<file path="src/rtl/excl_monitor_pair.sv">
module excl_monitor_pair #(
  parameter int ADDR_W   = 32,
  parameter int GRAN_LSB = 5,
  parameter int N_MST    = 2
) (
  input  logic                     clk,
  input  logic                     rst_n,
  input  logic                     req_valid,
  input  logic [$clog2(N_MST)-1:0] req_mst,
  input  logic [1:0]               req_op,
  input  logic [ADDR_W-1:0]        req_addr,
  input  logic                     req_shared,
  input  logic                     req_secure,
  input  logic                     cfg_we,
  input  logic                     cfg_secure,
  input  logic                     cfg_force,
  output logic [1:0]               force_bits,
  output logic                     rsp_valid,
  output logic                     rsp_fail,
  output logic                     rsp_write,
  output logic                     rsp_global
);
  localparam int TAG_W = ADDR_W - GRAN_LSB;
  localparam logic [1:0] OP_LDX = 2'd0, OP_STX = 2'd1, OP_CLR = 2'd2, OP_ST = 2'd3;

  logic [N_MST-1:0] loc_excl, glb_excl;
  logic [TAG_W-1:0] loc_tag [N_MST];
  logic [TAG_W-1:0] glb_tag [N_MST];

  wire [TAG_W-1:0] gran   = req_addr[ADDR_W-1:GRAN_LSB];
  wire             use_g  = req_shared | force_bits[req_secure];
  wire             loc_ok = loc_excl[req_mst] && (loc_tag[req_mst] == gran);
  wire             glb_ok = glb_excl[req_mst] && (glb_tag[req_mst] == gran);
  wire             is_stx = req_valid && (req_op == OP_STX);
  wire             pass   = loc_ok && (!use_g || glb_ok);
  wire             writes = req_valid && ((req_op == OP_ST) || (req_op == OP_STX && pass));

  always_ff @(posedge clk) begin
    if (!rst_n) begin
      force_bits <= '0;
      rsp_valid  <= 1'b0;
      rsp_fail   <= 1'b0;
      rsp_write  <= 1'b0;
      rsp_global <= 1'b0;
      loc_excl   <= '0;
      glb_excl   <= '0;
      for (int i = 0; i < N_MST; i++) begin
        loc_tag[i] <= '0;
        glb_tag[i] <= '0;
      end
    end else begin
      rsp_valid  <= req_valid;
      rsp_fail   <= is_stx && !pass;
      rsp_write  <= writes;
      rsp_global <= is_stx && use_g && loc_ok;
      if (cfg_we) force_bits[cfg_secure] <= cfg_force;
      for (int i = 0; i < N_MST; i++)
        if (writes && i != int'(req_mst) && glb_tag[i] == gran) glb_excl[i] <= 1'b0;
      if (req_valid) begin
        case (req_op)
          OP_LDX: begin
            loc_excl[req_mst] <= 1'b1;
            loc_tag[req_mst]  <= gran;
            if (use_g) begin
              glb_excl[req_mst] <= 1'b1;
              glb_tag[req_mst]  <= gran;
            end
          end
          OP_STX: begin
            loc_excl[req_mst] <= 1'b0;
            glb_excl[req_mst] <= 1'b0;
          end
          OP_CLR: loc_excl[req_mst] <= 1'b0;
          default: ;
        endcase
      end
    end
  end
endmodule


</file>
<file path="config.mk">
export PLATFORM = sky130hd
export DESIGN_NAME = excl_monitor_pair
export DESIGN_NICKNAME = d
export VERILOG_FILES = /design/src/rtl/excl_monitor_pair.sv
export SDC_FILE = /design/constraint.sdc
export NUM_CORES = 1
export LEC_CHECK = 0
export BUFFER_PORTS_ARGS = -buffer_cell sky130_fd_sc_hd__buf_2
export CAP_MARGIN = 25
export CORE_MARGIN = 1
export CORE_UTILIZATION = 60
export CTS_CLUSTER_DIAMETER = 200
export DETAILED_ROUTE_END_ITERATION = 12
export GPL_TIMING_DRIVEN = 0
export HOLD_SLACK_MARGIN = 0.06
export PLACE_DENSITY_LB_ADDON = 0.1
export SETUP_SLACK_MARGIN = 0.15
export SYNTH_ARGS = -nofsm -noshare
export SYNTH_HDL_FRONTEND = slang
export SYNTH_SLANG_ARGS = --single-unit
</file>
<file path="constraint.sdc">
create_clock -name clk -period 4.1 [get_ports clk]
set_input_delay 0.41 -clock clk [delete_from_list [all_inputs] [get_ports clk]]
set_output_delay 0.41 -clock clk [all_outputs]
set_load 0.005 [all_outputs]
</file>
# Yosys cells after proc, flatten, opt, wreduce, memory -nomap -nowiden
# Memory sizes are Yosys's and may differ from the RTL's.
# Cells that the tools add are included.
# totals
reg_bits,10
mem_bits_rw,108
out_inout_bits,6
elab_cells,88
n_memories,2
# classes
n_lt_le_gt_ge,5
eq_ne,7
muxes,35
bitwise_logic,7
n_reduce_logical,25
# mem_list
name,depth,width,rd,rd_ports_with_merged_regs,wr,line_no,rtl
glb_tag,2,27,3,0,2,28,logic [TAG_W-1:0] glb_tag [N_MST];
loc_tag,2,27,1,0,2,27,logic [TAG_W-1:0] loc_tag [N_MST];
# ops
operator,count
27-bit equality test,4
27-bit 2-to-1 mux,2
27-bit OR reduction,2
1-bit 2-to-1 mux,26
1-bit logical AND,15
2-bit case mux with 2 select lines,2
"1-bit by 2-bit < comparator with 1-bit output, second input constant",3
2-bit AND,2
"2-bit equality test, second input constant",2
2-bit 2-to-1 mux,2
2-bit bitwise OR,2
2-bit bitwise mux,1
1-bit demux with 1-bit select,2
"2-bit by 1-bit equality test with 1-bit output, second input constant",1
"1-bit greater-or-equal comparator, second input constant",2
1-bit zero test,2
2-bit zero test,1
1-bit logical OR,2
2-bit NOT,1
2-bit AND reduction,1
2-bit nonzero test,1
2-bit OR reduction,1
1-bit NOT,1
1-bit bitwise OR,1

# Depth between registers and ports, before layout
# Gate-level depths: netlist (run 1).
# depth
word_depth,17
depth_mapped,10
ltp_nobuf,7

# Least setup slack after synthesis (run 1)
# OpenSTA, ideal clock, no wires.
# synth_timing
path_type,input to register
from,input port req_mst
to,memory glb_tag[0][0] in the netlist's numbering (enable)
setup_time_ns,0.449
t_arrival_ns,3.241
required_time_ns,3.651
setup_slack_ns,0.411
stages,7
cell_sequence,buf_6 -> buf_8 -> nor2b_1 -> clkbuf_1 -> clkbuf_1 -> nand2_1 -> o21ai_0
# synth_rtl
item,line_no,rtl
from (decl),9,"input logic [$clog2(N_MST)-1:0] req_mst,"
to (decl),28,

==> flow_summary.yaml, run 1 <==
critical_path:
  worst-path-max-fanout: 17
  critPathKind: "in2reg"
  cp-start-kind: "primary input"
  crit_start: "req_op[1]"
  reg2reg_setup_slack_ps: 1730
  reg2reg_to: "glb_tag[1][21]$_SDFFCE_PN0P_"
  cp.arrival_ps: 2750
  cp.required_ps: 4330
  reg2reg_depth: 6
  cp-end-kind: "flop"
  worst_reg2reg_path_startpoint: "force_bits[0]$_SDFFE_PN0P_"
  critical_path.endpoint: "glb_tag[0][7]$_SDFFCE_PN0P_"
placement:
  port_buffers: 15
  replace_congestion: 0.8246
  place.detailed.hpwl_um: 9675
  dpl_cell_area_um2: 6591
power:
  cellLeakagePower_nw: 2.868
  clkPwrFrac: 0.465
  p_seq_frac: 0.439
  vdd_ir_drop_max_uv: 264.1
  powerDensity_nw_per_um2: 442.6
  p_int_mw: 2.418
  pwr-share-comb: 0.096
  total_switching_power_uw: 764.9
  swShare: 0.2403
cts:
  tritoncts.num_buffers: 17
  cts_post_setup_buffers_inserted: 0
  clock_sink_count: 118
  htree_levels: 4
  post_cts_resize_count: 0
  cts_root_buffer: "sky130_fd_sc_hd__clkbuf_8"
  insertion_delay_ps: 520
  cts_tree: "done"
  clockBufferDepth: 2
  cts-hold-fix-buffers: 0
  worst_setup_hold_path_clk_slew_ps: 60
route:
  route.detailed.vias_per_inst: 5.790
  vias_post_dr: 4047
  remaining_number_of_nets_flagged_by_the_antenna_check_after_routing: 0
  drcViolationCount: 0
  detail_route.first_pass.iterations: 5
  drt_wl_total_um: 14060
  drt_iter0_markers: 234
  wl_per_cell_um: 20.11
sta:
  max_clock_freq_mhz: 395.8
  final.hold.worst_slack_ps: 172.9
  timing.clock.skew_ps: 9.594
  finalMaxSlewViolations: 0
  finalSetupViolations: 0
  tightest_slew_ps: 985.6
  timing.max_slew.rel_slack: 0.3405
  final_critical_path_share_of_the_clock_period: 0.6162
  rsz0062_at_grt: "no"
  setup-tns-final_ps: 0
  finalCriticalPeriod_ps: 2526
  hold_viol: 0
die:
  die_h_um: 104.1
  ioPinCount: 49
  die_width_um: 104.1
  design.core.area_um2: 9955
  number_of_placement_rows: 36
  dieArea_um2: 10830
  initial_core_util: 0.6281
finish:
  final_common_cell: "sky130_fd_sc_hd__edfxtp_1"
  final_cell_area_um2: 7191
  most-common-layout-cells: "sky130_fd_sc_hd__edfxtp_1 (108), sky130_fd_sc_hd__and2_1 (82), sky130_fd_sc_hd__xor2_1 (66)"
  n_antenna_cell: 0
  filler_cell_count: 683
  finish.net_count: 600
  drive_gt1_frac: 0.1113
  areaGrowthSynthToFinish_pct: 15.01
logic_synthesis:
  syn_area_um2: 6252
  ys_dominant_reg_cell: "sky130_fd_sc_hd__edfxtp_1"
  ys_warn_count: 0
  postSynthRegisterBits: 118
  ys_types: 40
  ys_seq_area_frac: 0.5507
  synth-edff-count: 108
  post_synth.cell_area_avg_um2: 12.14
  synth.net_count: 562
  synth_top_area_share: 0.5187
  netlist_top_cells_area: "sky130_fd_sc_hd__edfxtp_1 (52%), sky130_fd_sc_hd__xor2_1 (9.2%), sky130_fd_sc_hd__and2_1 (8.2%), sky130_fd_sc_hd__mux2i_1 (6.9%), sky130_fd_sc_hd__xnor2_1 (4.5%)"
  synth_area_leader_cell: "sky130_fd_sc_hd__edfxtp_1"
  postSynth.asyncResetShare: 0
  postSynthCellCount: 515
grt:
  grt_antenna_before_repair: 0
  grt_pass1_vias: 4031
  global_route_wire_length_before_repair_um: 22110
  globalRouteTotalUtil: 0.2738
  grt_start_max_net_pins: 28
  overflow: 0
min_path:
  hp-class: "in2reg"
run_status:
  outcome: "completed"
run:
  maxCapViolCount: 0
[through the flow]
| step | util | setup slack [ps] | cells | power (mW) |
|---|---|---|---|---|
| 6_report | 0.7223 | 1574 | 699 | 3.183 |
| 5_1_grt | 0.7223 | 1462 | 699 | 3.260 |
| 4_1_cts | 0.7218 | 1392 | 698 | 3.184 |
| 3_5_place_dp | 0.6621 | 1112 | 666 | 1.720 |
| 3_3_place_gp | 0.6523 | -1058 | 663 | 1.702 |
| 2_1_floorplan | - | 410.5 | 515 | 1.624 |
[power by group through the flow]
stage               Combinational, mW  Sequential [mW]  Clock [mW]
finish                          0.304             1.40        1.48
global route                    0.327             1.40        1.53
CTS                             0.303             1.40        1.48
detailed placement              0.299             1.42           0
global placement                0.280             1.42           0
floorplan                       0.207             1.42           0
[cell usage after synthesis, drive strengths merged (2+ instances only)]
cell type  instances
a21o               3
a21oi              3
and2              82
and3              28
buf                8
clkbuf            40
dfxtp             10
edfxtp           108
ha                 4
inv                4
mux2i             43
nand2             12
nand2b             4
nand3              5
nand4             12
nor2               5
nor2b              5
nor3              10
nor4              15
o211a              2
o211ai             2
o21ai              2
or4                2
xnor2             32
xor2              66
[kinds of logic after synthesis]
| group | count (synthesis) | share of synthesized area |
|---|---|---|
| mux | 43 | 0.06884 |
| buf+inv | 52 | 0.03862 |
| fa+ha+maj | 4 | 0.008005 |
| xor+xnor | 98 | 0.1373 |
| compound gates | 17 | 0.01941 |
| flops | 118 | 0.5507 |
| simple gates | 183 | 0.1771 |
[flip-flops by register name, indices dropped and copies added, names as in the netlist, named ones only]
name,cells
glb_excl,2
rsp_global,1
rsp_write,1
glb_tag,54
rsp_fail,1
force_bits,2
rsp_valid,1
loc_tag,54
[worst max-delay path, stage by stage]
cell	delay, ps
sky130_fd_sc_hd__buf_2	130
sky130_fd_sc_hd__inv_1	80
sky130_fd_sc_hd__ha_1	200
sky130_fd_sc_hd__nor2b_1	180
sky130_fd_sc_hd__clkbuf_1	380
sky130_fd_sc_hd__clkbuf_1	400
sky130_fd_sc_hd__nand2_1	140
sky130_fd_sc_hd__o21ai_2	590
sky130_fd_sc_hd__buf_16	230
[worst min-delay path by stage]
stage | from | to | slack, ps | depth (start not counted)
final | cfg_force | force_bits[0]$_SDFFE_PN0P_ | 170 | 3
after global placement | force_bits[1]$_SDFFE_PN0P_ | force_bits[1]$_SDFFE_PN0P_ | 470 | 2
after detailed placement | force_bits[1]$_SDFFE_PN0P_ | force_bits[1]$_SDFFE_PN0P_ | 490 | 2
after floorplan | flop | flop | 460 | 1
after global routing | cfg_force | force_bits[0]$_SDFFE_PN0P_ | 190 | 3
after CTS | cfg_force | force_bits[1]$_SDFFE_PN0P_ | 170 | 3
[routing by layer]
layer,global-route usage,part of all wire
met5,0,0
met4,0.09286,0.019
met3,0.04261,0.044
met2,0.4562,0.50
met1,0.3667,0.44
[cell type report]
type / count / area, µm² / area share
inverters: 4 / 15.01 / 0.002088
multi-input cells: 345 / 2582 / 0.3591
flip-flops and latches: 118 / 3443 / 0.4789
plain buffers: 48 / 226.5 / 0.03149
well taps: 133 / 166.4 / 0.02314
clock buffers: 17 / 414.1 / 0.05760
repair buffers: 19 / 162.7 / 0.02262
clock inverters: 15 / 180.2 / 0.02506
No activity file was read; power rests on OpenSTA's default activity.
==> inputs of run 2 (changes only) <==
==> constraint.sdc (replaced) <==
create_clock -name clk -period 2.5 [get_ports clk]
set_input_delay 0.25 -clock clk [delete_from_list [all_inputs] [get_ports clk]]
set_output_delay 0.25 -clock clk [all_outputs]
set_load 0.005 [all_outputs]
==> flow_summary.yaml, run 2 (synthesis gave the netlist of run 1 again) <==
grt:
  global_route_wire_length_before_repair_um: 22250
  grt_antenna_before_repair: 0
  overflow: 0
  grt_start_max_net_pins: 18
  globalRouteTotalUtil: 0.2765
  grt_pass1_vias: 4120
critical_path:
  reg2reg_depth: 6
  cp.required_ps: 2930
  worst_path_largest_cell_delay_ps: 550
  crit_slowest_cell: "sky130_fd_sc_hd__or4_1"
  reg2reg_setup_slack_ps: 270
  crit_start: "loc_tag[0][8]$_SDFFCE_PN0P_"
  critPathKind: "reg2reg"
  critical_path_cell_list: "mux2i_1 -> xor2_1 -> nand4_1 -> or4_1 -> or4_1 -> nor3_2"
  cp-end-kind: "flop"
  path_depth: 6
  critical_path.endpoint: "rsp_global$_SDFF_PN0_"
  reg2reg_to: "rsp_global$_SDFF_PN0_"
  cp.buffers_inverters: 0
  path_delay_family: "simple AND/OR/NAND/NOR gates"
  cp-start-kind: "flop"
  cp.arrival_ps: 2670
  worst_reg2reg_path_startpoint: "loc_tag[0][8]$_SDFFCE_PN0P_"
  crit_top_cell: "sky130_fd_sc_hd__or4_1"
  worst-path-max-fanout: 2
power:
  vdd_ir_drop_max_uv: 396.1
  powerDensity_nw_per_um2: 684.1
  cellLeakagePower_nw: 2.846
route:
  remaining_number_of_nets_flagged_by_the_antenna_check_after_routing: 0
  vias_post_dr: 4138
  wl_per_cell_um: 20.40
  route.detailed.vias_per_inst: 5.878
  drt_iter0_markers: 344
  detail_route.first_pass.iterations: 6
  drt_wl_total_um: 14360
  drcViolationCount: 0
placement:
  place.detailed.hpwl_um: 9965
  post-place-ws_ps: -535.6
  replace_congestion: 0.8802
  port_buffers: 15
die:
  die_h_um: 104.1
  design.core.area_um2: 9955
  dieArea_um2: 10830
  number_of_placement_rows: 36
  ioPinCount: 49
  initial_core_util: 0.6281
  die_width_um: 104.1
finish:
  areaGrowthSynthToFinish_pct: 14.39
  n_antenna_cell: 0
  reg.largest.list: "glb_tag x54, loc_tag x54"
  most-common-layout-cells: "sky130_fd_sc_hd__edfxtp_1 (108), sky130_fd_sc_hd__and2_1 (82), sky130_fd_sc_hd__xor2_1 (66)"
  finish.net_count: 605
  final_common_cell: "sky130_fd_sc_hd__edfxtp_1"
  drive_gt1_frac: 0.1051
sta:
  max_clock_freq_mhz: 447.6
  finalMaxSlewViolations: 0
  setup-tns-final_ps: 0
  fin_ws_ps: 265.7
  timing.clock.skew_ps: 5.833
  rsz0062_at_grt: "yes"
  finalSetupViolations: 0
  final_critical_path_share_of_the_clock_period: 0.8937
  hold_viol: 0
  timing.max_slew.rel_slack: 0.4305
  tightest_slew_ps: 854.2
  finalCriticalPeriod_ps: 2234
cts:
  tritoncts.num_buffers: 17
  clock_sink_count: 118
  worst_setup_hold_path_clk_slew_ps: 60
  insertion_delay_ps: 510
  htree_levels: 4
  clockBufferDepth: 2
  cts_tree: "done"
  cts_root_buffer: "sky130_fd_sc_hd__clkbuf_8"
min_path:
  hp-class: "in2reg"
run_status:
  outcome: "completed"
run:
  maxCapViolCount: 0
[run 2: cell types whose count changed in the layout (fill, tap and decap cells not counted), sizes merged]
cell	change
clkinvlp	+1
buf	+1
inv	-2
clkinv	+1
o21ai	+1
bufinv	-2
dlygate4sd3	+3
clkbuf	+2
[run 2: through the flow]
stage            util  hold slack [ps]  area, µm²  total power, mW  instances
2_1_floorplan       -            406.5       6260            2.663        515
3_3_place_gp   0.6531            467.1       6501            2.790        663
3_5_place_dp   0.6601            486.7       6571            2.819        667
4_1_cts        0.7183            80.32       7151            4.900        704
5_1_grt        0.7185            95.36       7152            5.042        704
6_report       0.7185            87.28       7152            4.892        704
[run 2: cell type report]
| class | instances | area (µm²) |
|---|---|---|
| multi-input combinational | 346 | 2599 |
| fill | 704 | 2803 |
| clock buffer | 19 | 421.7 |
| clock inverter | 13 | 90.09 |
| tap | 133 | 166.4 |
| timing repair buffer | 23 | 187.7 |
| inverter | 4 | 15.01 |
| sequential | 118 | 3443 |
| buffer | 48 | 229.0 |
[run 2: what timing repair did]
item                       CTS  global route
setup endpoints to repair   27            10
hold buffers                 3             0
hold endpoints to repair     2             0
buffers inserted             1             0
cloned                       1             0
resized for setup            2             2
pin swaps                    1             0
[run 2: worst min-delay path by stage]
stage / slack [ps] / endpoint / cells past startpoint / start
global route: 100 / rsp_global$_SDFF_PN0_ / 3 / rst_n
floorplan: 410 / force_bits[1]$_SDFFE_PN0P_ / 2 / cfg_force
global placement: 470 / force_bits[1]$_SDFFE_PN0P_ / 2 / force_bits[1]$_SDFFE_PN0P_
CTS: 80 / rsp_global$_SDFF_PN0_ / 3 / rst_n
detailed placement: 490 / force_bits[1]$_SDFFE_PN0P_ / 2 / force_bits[1]$_SDFFE_PN0P_
finish: 90 / rsp_global$_SDFF_PN0_ / 3 / rst_n
[run 2: layer usage]
metal,vias up,wire length [µm],global-route usage
li1,1894,-,-
met1,2055,6069,0.3681
met2,165,7081,0.4581
met3,24,928,0.04762
met4,0,283,0.09694
met5,-,0,0
[run 2: power by group]
group | total, mW | switching [mW] | internal, mW
clock network | 2.10 | 0.810 | 1.29
registers | 2.29 | 0.0402 | 2.25
logic | 0.504 | 0.310 | 0.194
[run 2: tightest hold or removal path: cells and delay by family]
kind	cells	cell delay [ps]
buffers and inverters	1	110
AND/OR/NAND/NOR	2	200
==> inputs of run 3 (changes only) <==
--- a/config.mk
+++ b/config.mk
@@ -7,6 +7,7 @@
 export LEC_CHECK = 0
 export BUFFER_PORTS_ARGS = -buffer_cell sky130_fd_sc_hd__buf_2
 export CAP_MARGIN = 25
+export CORE_ASPECT_RATIO = 1.4
 export CORE_MARGIN = 1
 export CORE_UTILIZATION = 60
 export CTS_CLUSTER_DIAMETER = 200
==> constraint.sdc (replaced) <==
create_clock -name clk -period 2.5 [get_ports clk]
set_input_delay 0.25 -clock clk [delete_from_list [all_inputs] [get_ports clk]]
set_output_delay 0.25 -clock clk [all_outputs]
set_load 0.02 [all_outputs]
==> flow_summary.yaml, run 3 (synthesis gave the netlist of run 1 again) <==
run_status:
  outcome: "completed"
run:
  maxCapViolCount: 0
sta:
  tightest_slew_ps: 812.2
  final_critical_path_share_of_the_clock_period: 0.8918
  fin_ws_ps: 270.4
  timing.clock.skew_ps: 6.145
  timing.max_slew.rel_slack: 0.4585
  rsz0062_at_grt: "no"
  finalSetupViolations: 0
  finalCriticalPeriod_ps: 2230
  finalMaxSlewViolations: 0
  hold_viol: 0
  max_clock_freq_mhz: 448.5
finish:
  final_common_cell: "sky130_fd_sc_hd__edfxtp_1"
  n_antenna_cell: 0
  drive_gt1_frac: 0.1217
  areaGrowthSynthToFinish_pct: 15.37
  finish.net_count: 601
  reg.largest.list: "glb_tag x54, loc_tag x54"
  most-common-layout-cells: "sky130_fd_sc_hd__edfxtp_1 (108), sky130_fd_sc_hd__and2_1 (82), sky130_fd_sc_hd__xor2_1 (66)"
critical_path:
  reg2reg_to: "glb_tag[1][23]$_SDFFCE_PN0P_"
  worst_path_largest_cell_delay_ps: 450
  cp.arrival_ps: 2550
  reg2reg_setup_slack_ps: 340
  critPathKind: "in2reg"
  path_delay_family: "simple AND/OR/NAND/NOR gates"
  cp-end-kind: "flop"
  crit_slowest_cell: "sky130_fd_sc_hd__nor4_1"
  reg2reg_depth: 6
  worst_reg2reg_path_startpoint: "force_bits[0]$_SDFFE_PN0P_"
  cp.required_ps: 2820
  worst-path-max-fanout: 10
  critical_path_cell_list: "buf_6 -> buf_8 -> buf_2 -> mux2i_1 -> xor2_1 -> nand4_1 -> nor4_1 -> a21o_1 -> nand4_1 -> a21o_1"
  cp.buffers_inverters: 3
  cp-start-kind: "primary input"
cts:
  insertion_delay_ps: 430
  htree_levels: 4
  tritoncts.num_buffers: 17
  worst_setup_hold_path_clk_slew_ps: 50
  clock_sink_count: 118
  cts-hold-fix-buffers: 0
  cts_root_buffer: "sky130_fd_sc_hd__clkbuf_16"
  clockBufferDepth: 2
  cts_tree: "done"
placement:
  place.detailed.hpwl_um: 9922
  post-place-ws_ps: -314.9
  port_buffers: 15
  replace_congestion: 0.8701
min_path:
  timing.hold.worst.start: "cfg_force"
  hp-class: "in2reg"
  min_path_cells: 3
  holdPathEnd: "force_bits[1]$_SDFFE_PN0P_"
die:
  initial_core_util: 0.6248
  die_width_um: 88.28
  dieArea_um2: 10840
  ioPinCount: 49
  design.core.area_um2: 10010
  die_h_um: 122.8
  number_of_placement_rows: 43
route:
  drcViolationCount: 0
  remaining_number_of_nets_flagged_by_the_antenna_check_after_routing: 0
  drt_iter0_markers: 317
  detail_route.first_pass.iterations: 5
  route.detailed.vias_per_inst: 5.741
  vias_post_dr: 4030
  wl_per_cell_um: 20.65
  drt_wl_total_um: 14500
power:
  vdd_ir_drop_max_uv: 743.7
  cellLeakagePower_nw: 2.878
  power_mw: 5.179
  powerDensity_nw_per_um2: 718.0
grt:
  global_route_wire_length_before_repair_um: 22150
  grt_antenna_before_repair: 0
  overflow: 0
  globalRouteTotalUtil: 0.2939
  grt_pass1_vias: 4059
  grt_start_max_net_pins: 27
-- run 3: repair_timing --
action / 4_1_cts / 5_1_grt
resized for setup: 2 / 6
endpoints found under the hold margin: 0 / 0
cloned: 0 / 0
setup endpoints to repair: 18 / 45
setup buffers: 0 / 0
-- run 3: how the worst max path moves through the flow --
stage                                           from                            to  slack (ps)  cells after the start
after global placement                     req_op[1]  glb_tag[0][14]$_SDFFCE_PN0P_        -880                      8
final                                        req_mst        glb_excl[0]$_SDFF_PN0_         270                     10
after detailed placement                     req_mst  glb_tag[1][18]$_SDFFCE_PN0P_        -310                      7
after CTS                 force_bits[0]$_SDFFE_PN0P_  glb_tag[0][20]$_SDFFCE_PN0P_         200                      7
after global routing                         req_mst        glb_excl[0]$_SDFF_PN0_         170                     10
after floorplan                              req_mst   glb_tag[0][0]$_SDFFCE_PN0P_         200                      7
-- run 3: power by group --
| part | total (mW) | switching [mW] | internal, mW | leakage [nW] |
|---|---|---|---|---|
| Combinational | 0.501 | 0.306 | 0.195 | 1.44 |
| Clock | 2.38 | 0.919 | 1.47 | 0.277 |
| Sequential | 2.29 | 0.0411 | 2.25 | 1.16 |
| Total | 5.18 | 1.27 | 3.91 | 2.88 |
-- run 3: worst reg2reg max path, cell delays in order, from the launching register on --
cell and delay, ps:
sky130_fd_sc_hd__dfxtp_1 330, sky130_fd_sc_hd__nor2b_1 170, sky130_fd_sc_hd__a211oi_2 70, sky130_fd_sc_hd__buf_2 190, sky130_fd_sc_hd__nor2_2 490, sky130_fd_sc_hd__clkbuf_1 570, sky130_fd_sc_hd__and2_1 220
-- run 3: metal layers --
metal | global-route usage | vias to the layer above | routed length, µm
li1 | - | 1885 | -
met1 | 0.3704 | 1931 | 5856
met2 | 0.4644 | 177 | 7113
met3 | 0.06523 | 37 | 982
met4 | 0.1663 | 0 | 545
met5 | 0 | - | 0
-- run 3: final cells by class --
cell class | count | area, µm²
Buffer | 48 | 230.2
Clock buffer | 17 | 425.4
Clock inverter | 15 | 157.7
Fill cell | 741 | 2794
Inverter | 4 | 15.01
Multi-Input combinational cell | 345 | 2597
Sequential cell | 118 | 3443
Tap cell | 135 | 168.9
Timing Repair Buffer | 20 | 175.2
-- run 3: stage by stage --
step | area (µm²) | utilization | TNS, ps | std cells | hold WS [ps]
finish | 7213 | 0.7208 | 0 | 702 | 102.1
global route | 7213 | 0.7208 | 0 | 702 | 110.2
CTS | 7206 | 0.7201 | 0 | 702 | 100.7
detailed placement | 6619 | 0.6614 | -7362 | 670 | 481.7
global placement | 6504 | 0.6499 | -31630 | 665 | 468.6
floorplan | 6260 | - | 0 | 515 | 406.5
